$ cat src/rtl/clkrf_pkg.sv
package clkrf_pkg;
  localparam int unsigned N_TIME  = 8;
  localparam int unsigned IX_HS   = 0;
  localparam int unsigned IX_SEC  = 1;
  localparam int unsigned IX_MIN  = 2;
  localparam int unsigned IX_HR   = 3;
  localparam int unsigned IX_DOW  = 4;
  localparam int unsigned IX_DATE = 5;
  localparam int unsigned IX_MON  = 6;
  localparam int unsigned IX_YR   = 7;
  localparam int unsigned IX_CTRL = 8;

  typedef logic [7:0] byte_t;
  typedef logic [N_TIME-1:0][7:0] tvec_t;

  function automatic byte_t field_mask(int unsigned idx);
    case (idx)
      IX_SEC, IX_MIN: return 8'h7F;
      IX_HR, IX_DATE: return 8'h3F;
      IX_DOW:         return 8'h07;
      IX_MON:         return 8'h1F;
      default:        return 8'hFF;
    endcase
  endfunction

  function automatic byte_t reset_byte(int unsigned idx);
    case (idx)
      IX_SEC:                 return 8'h80;
      IX_DOW, IX_DATE, IX_MON: return 8'h01;
      default:                return 8'h00;
    endcase
  endfunction

  // {carry, next}; at or beyond hi wraps to lo
  function automatic logic [8:0] bcd_step(byte_t v, byte_t hi, byte_t lo);
    if (v >= hi) return {1'b1, lo};
    if (v[3:0] >= 4'd9) return {1'b0, v[7:4] + 4'd1, 4'd0};
    return {1'b0, v[7:4], v[3:0] + 4'd1};
  endfunction

  function automatic byte_t month_len(byte_t mon, byte_t yr);
    byte_t yb;
    yb = {4'd0, yr[7:4]} * 8'd10 + {4'd0, yr[3:0]};
    case (mon)
      8'h02:                      return (yb[1:0] == 2'b00) ? 8'h29 : 8'h28;
      8'h04, 8'h06, 8'h09, 8'h11: return 8'h30;
      default:                    return 8'h31;
    endcase
  endfunction
endpackage

$ cat src/rtl/clkrf_counter.sv
module clkrf_counter
  import clkrf_pkg::*;
(
  input  logic  clk_i,
  input  logic  rst_ni,
  input  logic  tick_i,
  input  logic  run_i,
  input  logic  load_i,
  input  tvec_t load_val_i,
  output tvec_t cnt_o,
  output logic  pend_o
);
  tvec_t cnt_q, nxt;
  logic [8:0] s_hs, s_sec, s_min, s_hr, s_dow, s_date, s_mon, s_yr;
  logic pend_q;
  logic unused_carry;

  assign unused_carry = s_dow[8] ^ s_yr[8];

  always_comb begin
    nxt    = cnt_q;
    s_hs   = bcd_step(cnt_q[IX_HS],   8'h99, 8'h00);
    s_sec  = bcd_step(cnt_q[IX_SEC],  8'h59, 8'h00);
    s_min  = bcd_step(cnt_q[IX_MIN],  8'h59, 8'h00);
    s_hr   = bcd_step(cnt_q[IX_HR],   8'h23, 8'h00);
    s_dow  = bcd_step(cnt_q[IX_DOW],  8'h07, 8'h01);
    s_date = bcd_step(cnt_q[IX_DATE], month_len(cnt_q[IX_MON], cnt_q[IX_YR]), 8'h01);
    s_mon  = bcd_step(cnt_q[IX_MON],  8'h12, 8'h01);
    s_yr   = bcd_step(cnt_q[IX_YR],   8'h99, 8'h00);
    nxt[IX_HS] = s_hs[7:0];
    if (s_hs[8]) begin
      nxt[IX_SEC] = s_sec[7:0];
      if (s_sec[8]) begin
        nxt[IX_MIN] = s_min[7:0];
        if (s_min[8]) begin
          nxt[IX_HR] = s_hr[7:0];
          if (s_hr[8]) begin
            nxt[IX_DOW]  = s_dow[7:0];
            nxt[IX_DATE] = s_date[7:0];
            if (s_date[8]) begin
              nxt[IX_MON] = s_mon[7:0];
              if (s_mon[8]) nxt[IX_YR] = s_yr[7:0];
            end
          end
        end
      end
    end
  end

  always_ff @(posedge clk_i or negedge rst_ni) begin
    if (!rst_ni) begin
      for (int k = 0; k < N_TIME; k++) cnt_q[k] <= reset_byte(k) & field_mask(k);
      pend_q <= 1'b0;
    end else begin
      pend_q <= tick_i & run_i & ~load_i & s_hs[8];
      if (load_i) begin
        for (int k = 0; k < N_TIME; k++) cnt_q[k] <= load_val_i[k] & field_mask(k);
      end else if (tick_i && run_i) begin
        cnt_q <= nxt;
      end
    end
  end

  assign cnt_o  = cnt_q;
  assign pend_o = pend_q;
endmodule

$ cat src/rtl/clkrf_regs.sv
module clkrf_regs
  import clkrf_pkg::*;
#(
  parameter int unsigned AW = 4,
  localparam int unsigned NREG = 1 << AW
) (
  input  logic                   clk_i,
  input  logic                   rst_ni,
  input  logic                   we_i,
  input  logic [AW-1:0]          addr_i,
  input  logic [7:0]             wdata_i,
  input  logic                   pend_i,
  input  tvec_t                  cnt_i,
  output logic [NREG-1:0][7:0]   regs_o,
  output logic                   load_o
);
  logic [NREG-1:0][7:0] regs_q;
  logic frz, refresh;

  assign frz     = regs_q[IX_CTRL][7] | regs_q[IX_CTRL][6];
  assign refresh = pend_i & ~frz;
  assign load_o  = we_i && (addr_i == AW'(IX_CTRL)) && !wdata_i[7] && regs_q[IX_CTRL][7];

  for (genvar g = 0; g < NREG; g++) begin : g_reg
    if (g < N_TIME) begin : g_time
      always_ff @(posedge clk_i or negedge rst_ni) begin
        if (!rst_ni)                             regs_q[g] <= reset_byte(g);
        else if (we_i && addr_i == AW'(g))       regs_q[g] <= wdata_i;
        else if (refresh)
          regs_q[g] <= (regs_q[g] & ~field_mask(g)) | (cnt_i[g] & field_mask(g));
      end
    end else begin : g_plain
      always_ff @(posedge clk_i or negedge rst_ni) begin
        if (!rst_ni)                       regs_q[g] <= reset_byte(g);
        else if (we_i && addr_i == AW'(g)) regs_q[g] <= wdata_i;
      end
    end
  end

  assign regs_o = regs_q;
endmodule

$ cat src/rtl/clkrf_tgl.sv
module clkrf_tgl (
  input  logic clk_i,
  input  logic rst_ni,
  input  logic stb_i,
  output logic q_o
);
  always_ff @(posedge clk_i or negedge rst_ni) begin
    if (!rst_ni)    q_o <= 1'b0;
    else if (stb_i) q_o <= ~q_o;
  end
endmodule

$ cat src/rtl/bcd_clock_regfile.sv
module bcd_clock_regfile
  import clkrf_pkg::*;
#(
  parameter int unsigned AW = 4
) (
  input  logic          clk_i,
  input  logic          rst_ni,
  input  logic          tick_i,
  input  logic          tstb_i,
  input  logic          we_i,
  input  logic [AW-1:0] addr_i,
  input  logic [7:0]    wdata_i,
  output logic [7:0]    rdata_o
);
  localparam int unsigned NREG = 1 << AW;

  tvec_t                cnt_w;
  logic [NREG-1:0][7:0] regs_w;
  logic                 pend_w, load_w, tgl_w;

  clkrf_counter u_cnt (
    .clk_i      (clk_i),
    .rst_ni     (rst_ni),
    .tick_i     (tick_i),
    .run_i      (~regs_w[IX_SEC][7]),
    .load_i     (load_w),
    .load_val_i (regs_w[N_TIME-1:0]),
    .cnt_o      (cnt_w),
    .pend_o     (pend_w)
  );

  clkrf_regs #(.AW(AW)) u_regs (
    .clk_i   (clk_i),
    .rst_ni  (rst_ni),
    .we_i    (we_i),
    .addr_i  (addr_i),
    .wdata_i (wdata_i),
    .pend_i  (pend_w),
    .cnt_i   (cnt_w),
    .regs_o  (regs_w),
    .load_o  (load_w)
  );

  clkrf_tgl u_tgl (
    .clk_i  (clk_i),
    .rst_ni (rst_ni),
    .stb_i  (tstb_i),
    .q_o    (tgl_w)
  );

  always_comb begin
    rdata_o = regs_w[addr_i];
    if (addr_i == AW'(IX_SEC) && regs_w[IX_DOW][6]) rdata_o[0] = tgl_w;
  end
endmodule

$ cat config.mk
export PLATFORM = sky130hd
export DESIGN_NAME = bcd_clock_regfile
export DESIGN_NICKNAME = d
export VERILOG_FILES = /design/src/rtl/clkrf_pkg.sv /design/src/rtl/clkrf_counter.sv /design/src/rtl/clkrf_regs.sv /design/src/rtl/clkrf_tgl.sv /design/src/rtl/bcd_clock_regfile.sv
export SDC_FILE = /design/constraint.sdc
export NUM_CORES = 1
export LEC_CHECK = 0
export BUFFER_PORTS_ARGS = -buffer_cell sky130_fd_sc_hd__buf_4
export CELL_PAD_IN_SITES_DETAIL_PLACEMENT = 1
export CELL_PAD_IN_SITES_GLOBAL_PLACEMENT = 2
export CORE_MARGIN = 1.5
export CORE_UTILIZATION = 43
export CTS_CLUSTER_SIZE = 8
export DETAILED_ROUTE_END_ITERATION = 10
export PLACE_DENSITY = 0.84
export SLEW_MARGIN = 40
export SYNTH_ARGS = -nofsm -noshare
export SYNTH_HDL_FRONTEND = slang
export SYNTH_SLANG_ARGS = --single-unit
$ cat constraint.sdc
create_clock -name clk_i -period 4.25 [get_ports clk_i]
set_input_delay 0.85 -clock clk_i [delete_from_list [all_inputs] [get_ports clk_i]]
set_output_delay 0.85 -clock clk_i [all_outputs]
set_load 0.01 [all_outputs]
==> flow_metrics.env, run 1 <==
export IMPL_p_sw_share_pct=33.1
export IMPL_drt_iter0_drc=456
export IMPL_worstSkewPairLatency_ps=450
export IMPL_maxSlewViolCount=0
export IMPL_wl_per_cell_um=23.8
export IMPL_post_cts_setup_buffer_count=0
export IMPL_busiest_layer="met2"
export IMPL_route_detailed_drc=0
export IMPL_synth_area_leaders="dfrtp_1, mux2_2, mux4_2"
export IMPL_ys_seq_area_share_pct=46.4
export IMPL_grt_pass1_vias=8098
export IMPL_tritoncts="done"
export IMPL_synth_commonest_cells="dfrtp_1, o21ai_0, mux2_2"
export IMPL_fin_setup_tns_ps=0
export IMPL_avgSynthCellArea_um2=11.3
export IMPL_syn2layout_area_growth_pct=11.3
export IMPL_min_period_ps=3590
export IMPL_reg2reg_depth=13
export IMPL_synth_top_area_share_pct=44.7
export IMPL_nets=1003
export IMPL_vias_per_cell=6.07
export IMPL_synth_seq_cells=194
export IMPL_port_buffers=24
export IMPL_sequentialPowerShare_pct=49.1
export IMPL_syn_area_um2=10500
export IMPL_die_w_um=159
export IMPL_dieHeight_um=159
export IMPL_grt_first_pass_wirelength_um=48400
export IMPL_first_pass_iters=4
export IMPL_post_route_period_util_pct=84.6
export IMPL_rsz0062_at_grt="no"
export IMPL_clock_skew_ps=16.0
export IMPL_cts_sinks=194
export IMPL_r2r_end="u_cnt.cnt_o[52]$_DFFE_PN0P_"
export IMPL_grtUsageTotal_pct=25.0
export IMPL_grt_use_met1_pct=34.0
export IMPL_cellPowerDensity_nw_per_um2=456
export IMPL_relSlewSlack_pct=48.1
export IMPL_p_int_uw=3560
export IMPL_cts_root_buf="clkbuf_16"
export IMPL_reg2reg_slack_ps=840
export IMPL_p_leak_uw=0.00485
export IMPL_drive_gt1_share_pct=23.7
export IMPL_grt_util_met2_pct=40.3
export IMPL_ys_warn_count=0
export IMPL_row_count=56
export IMPL_comb_power_share_pct=18.2
export IMPL_clk_pin_slew_ps=80
export IMPL_vias=7716
export IMPL_finalHoldViolCount=0
export IMPL_grt_overflow=0
export IMPL_yosysUniqueCellTypes=67
export IMPL_gp_congestion=0.819
export IMPL_ir_drop_uv=288
export IMPL_die_area_um2=25300
export IMPL_core_area_um2=23700
export IMPL_async_flop_share_pct=100
export IMPL_synth_nets=993
export IMPL_grtUsageMet3_pct=5.55
export IMPL_cts_made_buffers=17
export IMPL_r2r_start="u_cnt.cnt_o[48]$_DFFE_PN1P_"
export IMPL_yosysMostFrequentCell="dfrtp_1"
export IMPL_drv_cap=0
export IMPL_finalSetupViolations=0
export IMPL_ctsResizeCount=0
export IMPL_ios=25
export IMPL_clock_fmax_ghz=0.278
export IMPL_holdBufCountCts=0
export IMPL_antenna_found_initial=1
export IMPL_critPathArrivalTime_ps=2740
export IMPL_crit_required_ps=3400
export IMPL_htree_levels=4
export IMPL_wirelength_um=30300
export IMPL_path_class="in2out"
export IMPL_status="complete, no violations"
export IMPL_tightest_slew_ps=775
export IMPL_hpwl_um=21200
export IMPL_synth_edf_count=0
export IMPL_end_kind="primary output"
export IMPL_grt_max_degree=83
export IMPL_ant_nets=0
export IMPL_crit_path_max_fanout=40
export IMPL_switching_power_uw=1760
export IMPL_yosys_area_top_type="dfrtp_1"
export IMPL_syn_inst=930
export IMPL_p_total_uw=5320
export IMPL_ys_flop_type="dfrtp_1"
export IMPL_diodes=0
export IMPL_clkPwrFrac_pct=32.7
export IMPL_cts_buffer_depth=2
export IMPL_min_path_type="in2async"
export IMPL_critPathLaunchType="input port"
export IMPL_crit_start="addr_i[0]"
export IMPL_start_util_pct=44.3
==> through the flow <==
stage          utilization, %  hold WS [ps]  cell area [µm²]  worst slack, ps  cells
6_report                 49.2           426            11700              656   1272
5_1_grt                  49.2           483            11700              550   1272
4_1_cts                  49.2           473            11600              648   1272
3_5_place_dp             46.5           479            11000              645   1240
3_3_place_gp             46.4           473            11000              706   1240
2_1_floorplan               -           436            10500              925    930
==> worst max-delay path, stage by stage <==
cell    delay [ps]
buf_4          540
mux4_2         600
mux4_2         550
buf_4          180
==> cell usage in the layout (no fill, tap or decap), types with 7 or more instances in the layout <==
cell and instances:
nand3_1 18, inv_1 41, nor2_2 9, mux2i_1 51, dfrtp_1 187, nor2_1 44
clkbuf_16 17, nor3_1 11, nand2_1 72, mux4_2 40, a221oi_1 8, dfstp_2 7
ha_1 46, buf_4 37, mux2_2 81, o22ai_1 7, nand2b_1 7, a21oi_1 50
o21ai_0 94
==> sequential cells by signal, summed over array words and instances (netlist names) <==
name and flops:
u_cnt.cnt_o 64, u_regs.regs_o 128, u_tgl.q_o 1, u_cnt.pend_o 1
==> worst max path at each step <==
stage	endpoint	slack (ps)	cells past startpoint
final	rdata_o[0]	660	4
after global routing	rdata_o[0]	550	4
after CTS	rdata_o[0]	650	4
after detailed placement	rdata_o[0]	640	4
after global placement	rdata_o[0]	710	4
after floorplan	rdata_o[0]	920	4
==> final cells by class <==
| cell class | count | area (µm²) |
|---|---|---|
| sequential | 194 | 4860 |
| fill | 2553 | 12000 |
| clock inverter | 15 | 220 |
| multi-input combinational | 647 | 5300 |
| timing repair buffer | 39 | 303 |
| tap | 319 | 399 |
| inverter | 41 | 154 |
| clock buffer | 17 | 425 |
==> metal layers <==
layer | vias to the layer above | routed length, µm | share of wire, %
li1 | 3437 | - | -
met5 | - | 0 | 0
met1 | 4060 | 13500 | 44
met3 | 41 | 1720 | 5.7
met4 | 0 | 639 | 2.1
met2 | 178 | 14500 | 48
==> power by group through the flow <==
stage,Sequential (µW),Clock [µW],Combinational (µW)
2_1_floorplan,2410,0,721
3_3_place_gp,2630,0,922
3_5_place_dp,2630,0,970
4_1_cts,2600,1780,979
5_1_grt,2640,1850,1080
6_report,2610,1740,969
==> cells by family after synthesis <==
logic type	after synthesis	synth area share [%]
mux	173	22.3
flops	194	46.4
buf+inv	89	3.34
fa+ha+maj	46	5.49
compound gates	213	12.3
xor+xnor	2	0.167
simple gates	213	9.98
(Power assumes the default switching activity.)
==> inputs of run 2 (changes only) <==
--- a/config.mk
+++ b/config.mk
@@ -9,10 +9,10 @@
 export CELL_PAD_IN_SITES_DETAIL_PLACEMENT = 1
 export CELL_PAD_IN_SITES_GLOBAL_PLACEMENT = 2
 export CORE_MARGIN = 1.5
-export CORE_UTILIZATION = 43
+export CORE_UTILIZATION = 39
 export CTS_CLUSTER_SIZE = 8
 export DETAILED_ROUTE_END_ITERATION = 10
-export PLACE_DENSITY = 0.84
+export PLACE_DENSITY = 0.8
 export SLEW_MARGIN = 40
 export SYNTH_ARGS = -nofsm -noshare
 export SYNTH_HDL_FRONTEND = slang
==> constraint.sdc (replaced) <==
create_clock -name clk_i -period 3.1 [get_ports clk_i]
set_input_delay 0.62 -clock clk_i [delete_from_list [all_inputs] [get_ports clk_i]]
set_output_delay 0.62 -clock clk_i [all_outputs]
set_load 0.01 [all_outputs]
==> flow_metrics.env, run 2 (synthesis gave the netlist of run 1 again) <==
export IMPL_p_leak_uw=0.00507
export IMPL_cellPowerDensity_nw_per_um2=605
export IMPL_gp_congestion=0.810
export IMPL_place_ws_ps=-124
export IMPL_ant_nets=0
export IMPL_maxSlewViolCount=0
export IMPL_first_pass_iters=5
export IMPL_row_count=59
export IMPL_port_buffers=24
export IMPL_grt_overflow=0
export IMPL_vias_per_cell=5.81
export IMPL_tritoncts="done"
export IMPL_diodes=0
export IMPL_hpwl_um=20600
export IMPL_finalHoldViolCount=0
export IMPL_drive_gt1_share_pct=27.2
export IMPL_tightest_slew_ps=847
export IMPL_placed_area_um2=11300
export IMPL_grt_max_degree=70
export IMPL_final_common_cell="dfrtp_1"
export IMPL_end_kind="primary output"
export IMPL_syn2layout_area_growth_pct=15.5
export IMPL_worstSkewPairLatency_ps=460
export IMPL_grtUsageTotal_pct=21.9
export IMPL_critPathArrivalTime_ps=2400
export IMPL_crit_required_ps=2480
export IMPL_critPathLaunchType="flip-flop"
export IMPL_crit_path_top_delay_cell="mux4_2"
export IMPL_cpPeakStageDelay_ps=520
export IMPL_cts_buffer_depth=2
export IMPL_drt_iter0_drc=434
export IMPL_holdBufCountCts=0
export IMPL_finalSetupViolations=0
export IMPL_wl_per_cell_um=22.1
export IMPL_clk_pin_slew_ps=100
export IMPL_die_area_um2=27900
export IMPL_largest_reg_flops=128
export IMPL_vias=7688
export IMPL_drv_cap=0
export IMPL_layout_common_cells="dfrtp_1, o21ai_0, mux2_2, nand2_1, buf_4"
export IMPL_path_class="reg2out"
export IMPL_placed_cells=1288
export IMPL_nets=1039
export IMPL_final_cells=1324
export IMPL_core_area_um2=26200
export IMPL_clock_fmax_ghz=0.331
export IMPL_clock_skew_ps=18.7
export IMPL_route_detailed_drc=0
export IMPL_fin_ws_ps=82.9
export IMPL_stdcell_area_um2=12100
export IMPL_grt_first_pass_wirelength_um=47000
export IMPL_htree_levels=4
export IMPL_min_path_type="in2async"
export IMPL_status="complete, no violations"
export IMPL_cts_root_buf="clkbuf_16"
export IMPL_ios=25
export IMPL_dieHeight_um=167
export IMPL_relSlewSlack_pct=43.3
export IMPL_finish_utilization_pct=46.2
export IMPL_grt_pass1_vias=8101
export IMPL_cts_made_buffers=17
export IMPL_die_w_um=167
export IMPL_post_route_period_util_pct=97.3
export IMPL_min_period_ps=3020
export IMPL_cpMostUsedCell="mux4_2"
export IMPL_wirelength_um=29300
export IMPL_antenna_found_initial=0
export IMPL_cts_sinks=194
export IMPL_crit_path_max_fanout=3
export IMPL_ir_drop_uv=390
export IMPL_cp_cell_sequence="mux2_2, mux4_2, mux4_2, buf_4"
export IMPL_start_util_pct=40.0
run 2: cell count changes in the layout (fill, tap and decap cells not counted), sizes merged:
cell	before	now
buf	38	74
clkinv	4	3
inv	52	53
run 2: worst max-delay path, delay by kind of cell, from the launching register on:
family / cells / cell delay, ps
flops: 1 / 420
mux: 3 / 1370
buf+inv: 1 / 160
run 2: timing repair:
action | 4_1_cts | 5_1_grt
setup buffers | 2 | 2
pin swaps | 1 | 7
gates resized for setup | 1 | 19
endpoints found under the setup margin | 14 | 24
gates cloned | 0 | 0
run 2: final timing paths:
check / start / endpoint / slack (ps) / depth (start not counted)
setup reg to reg: u_cnt.cnt_o[48]$_DFFE_PN1P_ / u_cnt.cnt_o[62]$_DFFE_PN0P_ / 150 / 14
setup / recovery: u_regs.regs_o[38]$_DFFE_PN0P_ / rdata_o[0] / 80 / 4
min in group clk_i: tstb_i / u_tgl.q_o$_DFFE_PN0P_ / 340 / 2
hold / removal: rst_ni / u_regs.regs_o[70]$_DFFE_PN0P_ / 170 / 1
hold reg to reg: u_cnt.cnt_o[31]$_DFFE_PN0P_ / u_cnt.cnt_o[31]$_DFFE_PN0P_ / 500 / 1
max in group asynchronous: rst_ni / u_regs.regs_o[22]$_DFFE_PN0N_ / 2150 / 2
run 2: metal layers:
metal	track usage [%]	vias up	share of wire, %
met5	0	-	0
met4	5.77	0	1.8
met3	3.87	29	3.3
met2	36.2	117	49
met1	29.9	4026	46
li1	-	3516	-
run 2: final cells by class:
cell class | instances | area (µm²)
Clock inverter | 15 | 233
Inverter | 41 | 154
Multi-Input combinational cell | 647 | 5340
Timing Repair Buffer | 75 | 669
Tap cell | 335 | 419
Clock buffer | 17 | 425
Sequential cell | 194 | 4860
Fill cell | 2752 | 14100
run 2: per-stage QoR:
stage | TNS, ps | power [µW] | hold slack, ps
CTS | -89.0 | 7380 | 196
floorplan | 0 | 4290 | 324
detailed placement | -573 | 4910 | 481
global route | -131 | 7670 | 206
finish | 0 | 7320 | 172
global placement | 0 | 4840 | 477
run 2: where the power goes:
| group | switching [µW] | internal, µW | leakage (µW) |
|---|---|---|---|
| clock | 1290 | 1170 | 0.000317 |
| sequential | 450 | 3020 | 0.00236 |
| combinational | 664 | 739 | 0.00240 |
| total | 2400 | 4920 | 0.00507 |
